File: config.mk
export PLATFORM = sky130hd
export DESIGN_NAME = i2c_rand_reader
export DESIGN_NICKNAME = d
export VERILOG_FILES = /design/src/rtl/i2c_rr_pkg.sv /design/src/rtl/i2c_rr_dp.sv /design/src/rtl/i2c_rr_ctrl.sv /design/src/rtl/i2c_rand_reader.sv
export SDC_FILE = /design/constraint.sdc
export NUM_CORES = 1
export LEC_CHECK = 0
export BUFFER_PORTS_ARGS = -buffer_cell sky130_fd_sc_hd__buf_2
export CORE_MARGIN = 4
export CORE_UTILIZATION = 56
export DETAILED_ROUTE_END_ITERATION = 10
export PLACE_DENSITY_LB_ADDON = 0.3
export REMOVE_ABC_BUFFERS = 1
export SKIP_CTS_REPAIR_TIMING = 1
export SYNTH_ARGS = -nofsm -noshare
export SYNTH_HDL_FRONTEND = slang
export SYNTH_SLANG_ARGS = --single-unit
File: constraint.sdc
create_clock -name clk -period 2.5 [get_ports clk]
set_clock_uncertainty 0.15 [all_clocks]
set_input_delay 0.375 -clock clk [delete_from_list [all_inputs] [get_ports clk]]
set_output_delay 0.375 -clock clk [all_outputs]
set_load 0.1 [all_outputs]
File: src/rtl/i2c_rr_pkg.sv
package i2c_rr_pkg;

  // register selects decoded by the master's register port
  typedef enum logic [2:0] {
    SEL_OWN  = 3'd0,
    SEL_EXT  = 3'd1,
    SEL_DATA = 3'd2,
    SEL_CTRL = 3'd3,
    SEL_BAUD = 3'd4,
    SEL_RST  = 3'd5
  } regSel_t;

  // control register bits
  localparam logic [7:0] CB_ACK   = 8'h04;
  localparam logic [7:0] CB_STOP  = 8'h10;
  localparam logic [7:0] CB_START = 8'h20;
  localparam logic [7:0] CB_EN    = 8'h40;

  // status codes the sequence waits for
  localparam logic [7:0] SC_IDLE     = 8'hF8;
  localparam logic [7:0] SC_START    = 8'h08;
  localparam logic [7:0] SC_RESTART  = 8'h10;
  localparam logic [7:0] SC_AW_ACK   = 8'h18;
  localparam logic [7:0] SC_TX_ACK   = 8'h28;
  localparam logic [7:0] SC_AR_ACK   = 8'h40;
  localparam logic [7:0] SC_RX_ACK   = 8'h50;
  localparam logic [7:0] SC_RX_NACK  = 8'h58;

  // source of the write data
  typedef enum logic [2:0] {
    DS_ZERO,
    DS_BAUD,
    DS_CTRL,
    DS_ADDR_W,
    DS_ADDR_R,
    DS_OFF_HI,
    DS_OFF_LO
  } dataSrc_t;

  // strobes from control to datapath
  typedef struct packed {
    logic load;
    logic arm;
    logic poll;
    logic capture;
  } dpCmd_t;

endpackage

File: src/rtl/i2c_rr_dp.sv
module i2c_rr_dp
  import i2c_rr_pkg::*;
#(
  parameter int CNT_W     = 8,
  parameter int POLL_GAP  = 1000,
  parameter int MAX_POLLS = 1000,
  parameter logic [7:0] BAUD_VAL = 8'h24
) (
  input  logic             clk,
  input  logic             rstN,
  input  dpCmd_t           cmd,
  input  dataSrc_t         dataSrc,
  input  logic [7:0]       ctrlByte,
  input  logic [6:0]       devAddr,
  input  logic [15:0]      offset,
  input  logic             wideOffset,
  input  logic [CNT_W-1:0] byteCount,
  input  logic [7:0]       rxData,
  output logic [7:0]       regData,
  output logic             sampleNow,
  output logic             lastPoll,
  output logic             remOne,
  output logic             wideQ,
  output logic [7:0]       byteOut,
  output logic             byteValid
);

  localparam int GAP_W  = $clog2(POLL_GAP + 1);
  localparam int POLL_W = $clog2(MAX_POLLS + 1);
  localparam logic [GAP_W-1:0]  GAP_RELOAD = GAP_W'(POLL_GAP - 1);
  localparam logic [POLL_W-1:0] POLL_END   = POLL_W'(MAX_POLLS - 1);

  logic [6:0]       devQ;
  logic [15:0]      offQ;
  logic [CNT_W-1:0] remQ;
  logic [GAP_W-1:0] gapCnt;
  logic [POLL_W-1:0] pollCnt;

  // request latch and remaining-byte counter
  always_ff @(posedge clk) begin
    if (!rstN) begin
      devQ  <= '0;
      offQ  <= '0;
      wideQ <= 1'b0;
      remQ  <= CNT_W'(1);
    end else if (cmd.load) begin
      devQ  <= devAddr;
      offQ  <= offset;
      wideQ <= wideOffset;
      remQ  <= (byteCount == '0) ? CNT_W'(1) : byteCount;
    end else if (cmd.capture) begin
      remQ  <= remQ - CNT_W'(1);
    end
  end

  // poll spacing and poll budget
  always_ff @(posedge clk) begin
    if (!rstN) begin
      gapCnt  <= '0;
      pollCnt <= '0;
    end else if (cmd.arm) begin
      gapCnt  <= GAP_RELOAD;
      pollCnt <= '0;
    end else if (cmd.poll) begin
      if (gapCnt != '0) begin
        gapCnt <= gapCnt - GAP_W'(1);
      end else begin
        gapCnt  <= GAP_RELOAD;
        pollCnt <= pollCnt + POLL_W'(1);
      end
    end
  end

  assign sampleNow = (gapCnt == '0);
  assign lastPoll  = (pollCnt == POLL_END);
  assign remOne    = (remQ == CNT_W'(1));

  // received byte stream
  always_ff @(posedge clk) begin
    if (!rstN) begin
      byteOut   <= '0;
      byteValid <= 1'b0;
    end else begin
      byteValid <= cmd.capture;
      if (cmd.capture) byteOut <= rxData;
    end
  end

  // write data mux
  always_comb begin
    unique case (dataSrc)
      DS_BAUD:   regData = BAUD_VAL;
      DS_CTRL:   regData = ctrlByte;
      DS_ADDR_W: regData = {devQ, 1'b0};
      DS_ADDR_R: regData = {devQ, 1'b1};
      DS_OFF_HI: regData = offQ[15:8];
      DS_OFF_LO: regData = offQ[7:0];
      default:   regData = 8'h00;
    endcase
  end

endmodule

File: src/rtl/i2c_rr_ctrl.sv
module i2c_rr_ctrl
  import i2c_rr_pkg::*;
(
  input  logic       clk,
  input  logic       rstN,
  input  logic       start,
  input  logic [7:0] statusCode,
  input  logic       sampleNow,
  input  logic       lastPoll,
  input  logic       remOne,
  input  logic       wideQ,
  output logic       regWrEn,
  output regSel_t    regSel,
  output dataSrc_t   dataSrc,
  output logic [7:0] ctrlByte,
  output dpCmd_t     cmd,
  output logic       done,
  output logic       error
);

  typedef enum logic [4:0] {
    ST_IDLE, ST_RST, ST_OWN, ST_EXT, ST_BAUD, ST_EN, ST_START,
    ST_AW_D, ST_AW_C, ST_OH_D, ST_OH_C, ST_OL_D, ST_OL_C,
    ST_RS, ST_AR_D, ST_AR_C, ST_RD, ST_WAIT, ST_STOP, ST_ABORT, ST_FIN
  } state_t;

  state_t     state, nxt, retQ, newRet;
  logic [7:0] expQ, newExp;
  logic       errQ;

  always_comb begin
    nxt      = state;
    regWrEn  = 1'b0;
    regSel   = SEL_CTRL;
    dataSrc  = DS_ZERO;
    ctrlByte = 8'h00;
    cmd      = '0;
    newExp   = SC_IDLE;
    newRet   = ST_IDLE;
    done     = 1'b0;
    unique case (state)
      ST_IDLE: if (start) begin cmd.load = 1'b1; nxt = ST_RST; end
      ST_RST:  begin regWrEn = 1'b1; regSel = SEL_RST; nxt = ST_OWN;  end
      ST_OWN:  begin regWrEn = 1'b1; regSel = SEL_OWN; nxt = ST_EXT;  end
      ST_EXT:  begin regWrEn = 1'b1; regSel = SEL_EXT; nxt = ST_BAUD; end
      ST_BAUD: begin
        regWrEn = 1'b1; regSel = SEL_BAUD; dataSrc = DS_BAUD; nxt = ST_EN;
      end
      ST_AW_D: begin
        regWrEn = 1'b1; regSel = SEL_DATA; dataSrc = DS_ADDR_W; nxt = ST_AW_C;
      end
      ST_OH_D: begin
        regWrEn = 1'b1; regSel = SEL_DATA; dataSrc = DS_OFF_HI; nxt = ST_OH_C;
      end
      ST_OL_D: begin
        regWrEn = 1'b1; regSel = SEL_DATA; dataSrc = DS_OFF_LO; nxt = ST_OL_C;
      end
      ST_AR_D: begin
        regWrEn = 1'b1; regSel = SEL_DATA; dataSrc = DS_ADDR_R; nxt = ST_AR_C;
      end
      ST_EN, ST_START, ST_AW_C, ST_OH_C, ST_OL_C, ST_RS, ST_AR_C, ST_RD,
      ST_STOP: begin
        regWrEn = 1'b1;
        dataSrc = DS_CTRL;
        cmd.arm = 1'b1;
        nxt     = ST_WAIT;
        ctrlByte = CB_EN;
        case (state)
          ST_EN:    begin newExp = SC_IDLE;    newRet = ST_START; end
          ST_START: begin ctrlByte = CB_START | CB_EN;
                          newExp = SC_START;   newRet = ST_AW_D;  end
          ST_AW_C:  begin newExp = SC_AW_ACK;
                          newRet = wideQ ? ST_OH_D : ST_OL_D;     end
          ST_OH_C:  begin newExp = SC_TX_ACK;  newRet = ST_OL_D;  end
          ST_OL_C:  begin newExp = SC_TX_ACK;  newRet = ST_RS;    end
          ST_RS:    begin ctrlByte = CB_START | CB_EN;
                          newExp = SC_RESTART; newRet = ST_AR_D;  end
          ST_AR_C:  begin newExp = SC_AR_ACK;  newRet = ST_RD;    end
          ST_RD: begin
            if (remOne) begin
              newExp = SC_RX_NACK; newRet = ST_STOP;
            end else begin
              ctrlByte = CB_ACK | CB_EN;
              newExp = SC_RX_ACK;  newRet = ST_RD;
            end
          end
          default:  begin ctrlByte = CB_STOP | CB_EN;
                          newExp = SC_IDLE;    newRet = ST_FIN;   end
        endcase
      end
      ST_WAIT: begin
        cmd.poll = 1'b1;
        if (sampleNow) begin
          if (statusCode == expQ) begin
            nxt = retQ;
            cmd.capture = (expQ == SC_RX_ACK) || (expQ == SC_RX_NACK);
          end else if (lastPoll) begin
            nxt = ST_ABORT;
          end
        end
      end
      ST_ABORT: begin
        regWrEn  = 1'b1;
        dataSrc  = DS_CTRL;
        ctrlByte = CB_STOP | CB_EN;
        nxt      = ST_FIN;
      end
      ST_FIN: begin done = 1'b1; nxt = ST_IDLE; end
      default: nxt = ST_IDLE;
    endcase
  end

  always_ff @(posedge clk) begin
    if (!rstN) begin
      state <= ST_IDLE;
      retQ  <= ST_IDLE;
      expQ  <= SC_IDLE;
      errQ  <= 1'b0;
    end else begin
      state <= nxt;
      if (cmd.arm) begin
        expQ <= newExp;
        retQ <= newRet;
      end
      if (cmd.load) errQ <= 1'b0;
      else if (state == ST_ABORT) errQ <= 1'b1;
    end
  end

  assign error = done & errQ;

endmodule

File: src/rtl/i2c_rand_reader.sv
module i2c_rand_reader
  import i2c_rr_pkg::*;
#(
  parameter int CNT_W     = 8,
  parameter int POLL_GAP  = 1000,
  parameter int MAX_POLLS = 1000,
  parameter logic [7:0] BAUD_VAL = 8'h24
) (
  input  logic             clk,
  input  logic             rstN,
  input  logic             start,
  input  logic [6:0]       devAddr,
  input  logic [15:0]      offset,
  input  logic             wideOffset,
  input  logic [CNT_W-1:0] byteCount,
  output logic             regWrEn,
  output logic [2:0]       regSel,
  output logic [7:0]       regData,
  input  logic [7:0]       statusCode,
  input  logic [7:0]       rxData,
  output logic [7:0]       byteOut,
  output logic             byteValid,
  output logic             done,
  output logic             error
);

  dpCmd_t     cmd;
  dataSrc_t   dataSrc;
  regSel_t    selE;
  logic [7:0] ctrlByte;
  logic       sampleNow, lastPoll, remOne, wideQ;

  i2c_rr_ctrl u_ctrl (
    .clk(clk), .rstN(rstN), .start(start), .statusCode(statusCode),
    .sampleNow(sampleNow), .lastPoll(lastPoll), .remOne(remOne), .wideQ(wideQ),
    .regWrEn(regWrEn), .regSel(selE), .dataSrc(dataSrc), .ctrlByte(ctrlByte),
    .cmd(cmd), .done(done), .error(error)
  );

  i2c_rr_dp #(
    .CNT_W(CNT_W), .POLL_GAP(POLL_GAP), .MAX_POLLS(MAX_POLLS), .BAUD_VAL(BAUD_VAL)
  ) u_dp (
    .clk(clk), .rstN(rstN), .cmd(cmd), .dataSrc(dataSrc), .ctrlByte(ctrlByte),
    .devAddr(devAddr), .offset(offset), .wideOffset(wideOffset),
    .byteCount(byteCount), .rxData(rxData), .regData(regData),
    .sampleNow(sampleNow), .lastPoll(lastPoll), .remOne(remOne), .wideQ(wideQ),
    .byteOut(byteOut), .byteValid(byteValid)
  );

  assign regSel = selE;

endmodule

; Word level (Yosys, flattened, before mapping)
; Index checks and enable logic that the tools add are counted.
[classes]
addsub = 3
n_mul = 0
div = 0
order_cmp = 0
eq_ne = 34
shift = 0
n_mux = 32
n_bitwise = 3
reduce_logical = 18
[ops]
columns = cell, count
row1 = 8-bit case mux with 6 select lines, 2
row2 = 5-bit case mux with 12 select lines, 1
row3 = 5-bit by 4-bit == test with 1-bit output (second input constant), 8
row4 = 5-bit case mux with 8 select lines, 1
row5 = 8-bit two-way mux, 4
row6 = 10-bit two-way mux, 3
row7 = 5-bit == test (second input constant), 5
row8 = 5-bit two-way mux, 5
row9 = 8-bit case mux with 3 select lines, 1
row10 = 5-bit by 3-bit == test with 1-bit output (second input constant), 4
row11 = 3-bit case mux with 6 select lines, 1
row12 = 18-bit OR reduction, 1
row13 = 8-bit by 7-bit == test with 1-bit output (second input constant), 2
row14 = 8-bit case mux with 2 select lines, 1
row15 = 3-bit case mux with 5 select lines, 1
row16 = 10-bit by 1-bit adder with 10-bit output (second input constant), 1
row17 = 10-bit == test (second input constant), 1
row18 = 5-bit by 2-bit == test with 1-bit output (second input constant), 2
row19 = 10-bit logical NOT, 1
row20 = 10-bit nonzero test, 1
row21 = 10-bit OR reduction, 1
row22 = 10-bit by 1-bit subtractor with 10-bit output (second input constant), 1
row23 = 3-bit == test (second input constant), 3
row24 = 9-bit OR reduction, 1
row25 = 23 further kinds, 38
[totals]
reg_bits = 80
latchBits = 0
ramBits = 0
rom_bits = 0
output_inout_bits = 23
memories = 0

; Depth between registers and ports, before layout
[logic_depth]
ltp_word = 7
depth_mapped = 9
mapped_depth_nobuf = 8

; Cells and area by module
; From an unflattened synthesis, not the netlist that was laid out.
[unflattened]
cells_unflattened = 519
area_unflattened_um2 = 4401.7
[by_module_without_submodules]
columns = module, n_inst, cells_per_inst, area_per_inst_um2
row1 = i2c_rr_dp, 1, 309, 2917.8
row2 = i2c_rr_ctrl, 1, 210, 1483.9

; Least setup slack after synthesis
; OpenSTA, ideal clock, no wires.
[synth_timing]
path_type = register to output
start = register u_ctrl.state[0]
end = output regData[2]
arrival_ps = 3527
t_required_ps = 1975
slack_ps = -1552
path_stages_with_launch = 8
path_buffers = 3
path_cell_list = dfxtp_1 > clkbuf_1 > clkbuf_1 > buf_1 > nand3_1 > nor2_1 > a31oi_1 > o21ai_0
[synth_via]
elab_chain_len = 5
word_cells_on_any_way = 29
[synth_lines]
columns = element, line_no
row1 = from (decl), i2c_rr_ctrl.sv:27  ; state_t state, nxt, retQ, newRet;
row2 = from (signal assigned), i2c_rr_ctrl.sv:120  ; state <= nxt;
row3 = 5-bit by 3-bit == test with 1-bit output (tied with other cells), "i2c_rr_ctrl.sv:41, i2c_rr_ctrl.sv:68"
row4 = 10-bit OR reduction (no source line) (tied with other cells), n/a
row5 = 3-bit case mux with 6 select lines or 8-bit case mux with 3 select lines (tied branches), "i2c_rr_ctrl.sv:41, i2c_rr_ctrl.sv:68"
row6 = 3-bit == test (tied with other cells), i2c_rr_dp.sv:91  ; unique case (dataSrc)
row7 = 8-bit case mux with 6 select lines (*), i2c_rr_dp.sv:91
row8 = to (decl), i2c_rand_reader.sv:18  ; output logic [7:0] regData,
; Mark *: on every way between the ends. The rest lies on a longest branch, timed or not.

; Final worst setup path
[layout_timing]
start = register u_dp.remQ[2]
end = output regData[2]
[layout_via]
elab_chain_len = 5
[layout_lines]
columns = element, line_no
row1 = from (decl), i2c_rr_dp.sv:35  ; logic [CNT_W-1:0] remQ;
row2 = from (signal assigned), i2c_rr_dp.sv:50  ; remQ <= (byteCount == '0) ? CNT_W'(1) : byteCount;
row3 = from (signal assigned), i2c_rr_dp.sv:52  ; remQ <= remQ - CNT_W'(1);
row4 = 8-bit by 1-bit == test with 1-bit output, i2c_rr_dp.sv:76  ; assign remOne = (remQ == CNT_W'(1));
row5 = 3-bit two-way mux, i2c_rr_ctrl.sv:80  ; if (remOne) begin
row6 = 8-bit case mux with 3 select lines, i2c_rr_ctrl.sv:68  ; case (state)
row7 = 8-bit case mux with 2 select lines, i2c_rr_ctrl.sv:41  ; unique case (state)
row8 = 8-bit case mux with 6 select lines, i2c_rr_dp.sv:91
; Every way passes these cells.

==> impl_metrics.ini <==
[yosys]
ys_seq_area_share_pct = 37.9
ys.flop_type = dfxtp_1
ys_top_cells_by_area = dfxtp_1 38%, nand2_1 9.4%, a21oi_1 7.9%
async_flop_share_pct = 0
netlist.area_leader.share_pct = 37.9
ys_ff_latch = 77
avgSynthCellArea_um2 = 7.48
synth_top_cell_by_area = dfxtp_1
synth_edf_count = 0
ys_types = 54
synth_common_cells = 102 x nand2_1, 77 x dfxtp_1, 64 x a21oi_1
synth.most_common_cell = nand2_1
syn_area_um2 = 4060
netlist_instances = 543
synth_warnings = 0

[critical_path]
startpoint_type = flip-flop
critical_path_class = reg -> out
cp.required_ps = 1980
arrival_ps = 2230
cp_max_fo = 2
reg2reg_depth = 7
worstSetupEndpointType = output pin

[power_and_ir_drop]
p_seq_share_pct = 43.3
p_sw_mw = 1.00
irDropWorstVdd_mv = 0.422
power.total_mw = 3.10
clockPowerShare_pct = 30.1
p_comb_share_pct = 26.6
p_per_area_nw_per_um2 = 570
swShare_pct = 32.3
leakage_nw = 2.24
p_int_mw = 2.10

[cts]
root_buffer = clkbuf_8
clock_latency_ps = 350
htree_levels = 3
clk_pin_slew_ps = 80
clock_sinks = 77
cts_tree = built
cts_buffers = 9
cts.path.max_buffers = 2

[grt]
use_met2_pct = 45.4
grt_max_degree = 48
busiest_layer = met2
grt_pass1_vias = 4110
track_usage_pct = 26.5
grt_pass1_wl_um = 18700
grt_util_met3_pct = 4.99
grtUsageMet1_pct = 32.5
grt_overflow_total = 0
antenna_found_initial = 0

[floorplan]
ios = 74
row_count = 30
coreArea_um2 = 6910
design.die.area_um2 = 8680
start_util_pct = 58.8
fp.dieW_um = 93.2
dieHeight_um = 93.2

[final_layout]
stdcell_count = 746
area_delta_synth_final_pct = 34.0
finalNetCount = 703
fill_cells = 465
n_antenna_cell = 0
drive_above_1_share_pct = 29.1

[sta]
drv_slew = 0
finalCritPeriodShare_pct = 110
slew_headroom_pct = 56.1
fmax_mhz = 362
rsz0062_at_grt = true
min_period_ps = 2760
setup_viol = 4
tightest_slew_ps = 650
layout_setup_ws_ps = -260
hold_viol_final = 0
fin_hold_ws_ps = 105

[min_path]
hold_class = in -> reg
holdPathStages = 3

[placement]
dp_hpwl_um = 8140
place_inst = 720
place_congestion = 0.970
io_buffers = 73

[route]
drc = 0
vias_per_cell = 6.09
wl_um = 13100
drtAntennaViolNets = 0
wl_per_cell_um = 17.5
drtIter0Drc = 541
vias = 4542
first_pass_iters = 6

[outcome]
violations = setup timing
status = finished with violations

[job]
drv_cap = 0
[worst max-delay path, stage by stage, from the launching register on]
cell      delay [ps]
dfxtp_2          340
or3_4            400
or3_4            360
nor3b_4          210
nor2_2            80
a221oi_2         160
o21ai_1          120
buf_6            200
[logic make-up after synthesis]
| group | count (synthesis) | synth area share (%) |
|---|---|---|
| buffers and inverters | 49 | 4.93 |
| adders and majority gates | 5 | 1.54 |
| and+or+nand+nor | 235 | 27.2 |
| muxes | 3 | 0.770 |
| xor gates and xnor gates | 28 | 6.04 |
| AOI/OAI and AO/OA | 146 | 21.6 |
| DFF | 77 | 37.9 |
[metrics by stage]
stage | TNS, ps | util [%] | setup slack, ps | area, um2
after detailed placement | -66.1 | 71.6 | -66.1 | 4940
after floorplan | -11140 | - | -1370 | 3920
after global routing | -938 | 78.8 | -334 | 5440
after global placement | -54.7 | 71.6 | -54.7 | 4940
final | -331 | 78.8 | -260 | 5440
after CTS | -1400 | 74.3 | -481 | 5130
[placed cells by master, fill, tap and decap left out, types with 4 or more instances in the layout]
cell type,synthesis,final
a22oi_1,9,8
buf_12,0,17
nor3_1,11,10
buf_4,1,43
a21oi_1,64,63
nand2b_1,6,4
nand4_1,7,7
inv_1,13,12
o21a_1,4,4
nor2_1,55,51
buf_2,4,59
xnor2_1,11,11
nand3_1,9,9
dfxtp_2,0,5
nor4_1,5,4
clkbuf_8,0,10
o21ai_0,28,26
a31oi_1,8,7
xor2_1,17,17
o31ai_1,5,4
or3_1,7,4
ha_1,5,5
dfxtp_1,77,71
a32oi_1,4,4
nand2_1,102,99
and3_1,7,4
a22o_1,4,4
o22ai_1,5,4
buf_6,1,7
[final timing paths]
check	start	to	slack [ps]
hold / removal	devAddr[5]	u_dp.devQ[5]$_SDFFE_PN0P_	110
setup / recovery	u_dp.remQ[2]$_SDFFE_PN0P_	regData[2]	-260
setup reg to reg	u_ctrl.state[1]$_SDFFE_PN0P_	u_dp.gapCnt[9]$_SDFFE_PN0P_	20
hold reg to reg	u_dp.byteOut[0]$_SDFFE_PN0P_	u_dp.byteOut[0]$_SDFFE_PN0P_	300
[flip-flops by register name, indices dropped and copies added (netlist names)]
name,count
u_dp.offQ,16
u_dp.gapCnt,10
u_dp.pollCnt,10
u_dp.byteOut,8
u_dp.remQ,8
u_dp.devQ,7
u_ctrl.expQ,5
u_ctrl.retQ,5
u_ctrl.state,5
u_ctrl.errQ,1
u_dp.byteValid,1
u_dp.wideQ,1
[power groups by stage]
stage / clock, mW / sequential, mW / combinational (mW)
after floorplan: 0 / 1.37 / 0.407
after global placement: 0 / 1.36 / 0.702
after detailed placement: 0 / 1.36 / 0.719
after CTS: 0.932 / 1.34 / 0.727
after global routing: 0.989 / 1.35 / 0.870
final: 0.935 / 1.34 / 0.825
[layout make-up]
cell class | count | area, um2 | area share (%)
multi-input cells | 417 | 2460 | 45.2
clock inverters | 4 | 48.8 | 0.896
well taps | 96 | 120 | 2.21
clock buffers | 10 | 138 | 2.53
flip-flops and latches | 77 | 1550 | 28.5
repair buffers | 128 | 1070 | 19.6
inverters | 14 | 60.1 | 1.10
[per-layer routing]
| layer | vias up | routed length, um |
|---|---|---|
| li1 | 2097 | - |
| met1 | 2080 | 5090 |
| met2 | 301 | 6240 |
| met3 | 64 | 1270 |
| met4 | 0 | 454 |
| met5 | - | 0 |
(Power assumes the default switching activity.)
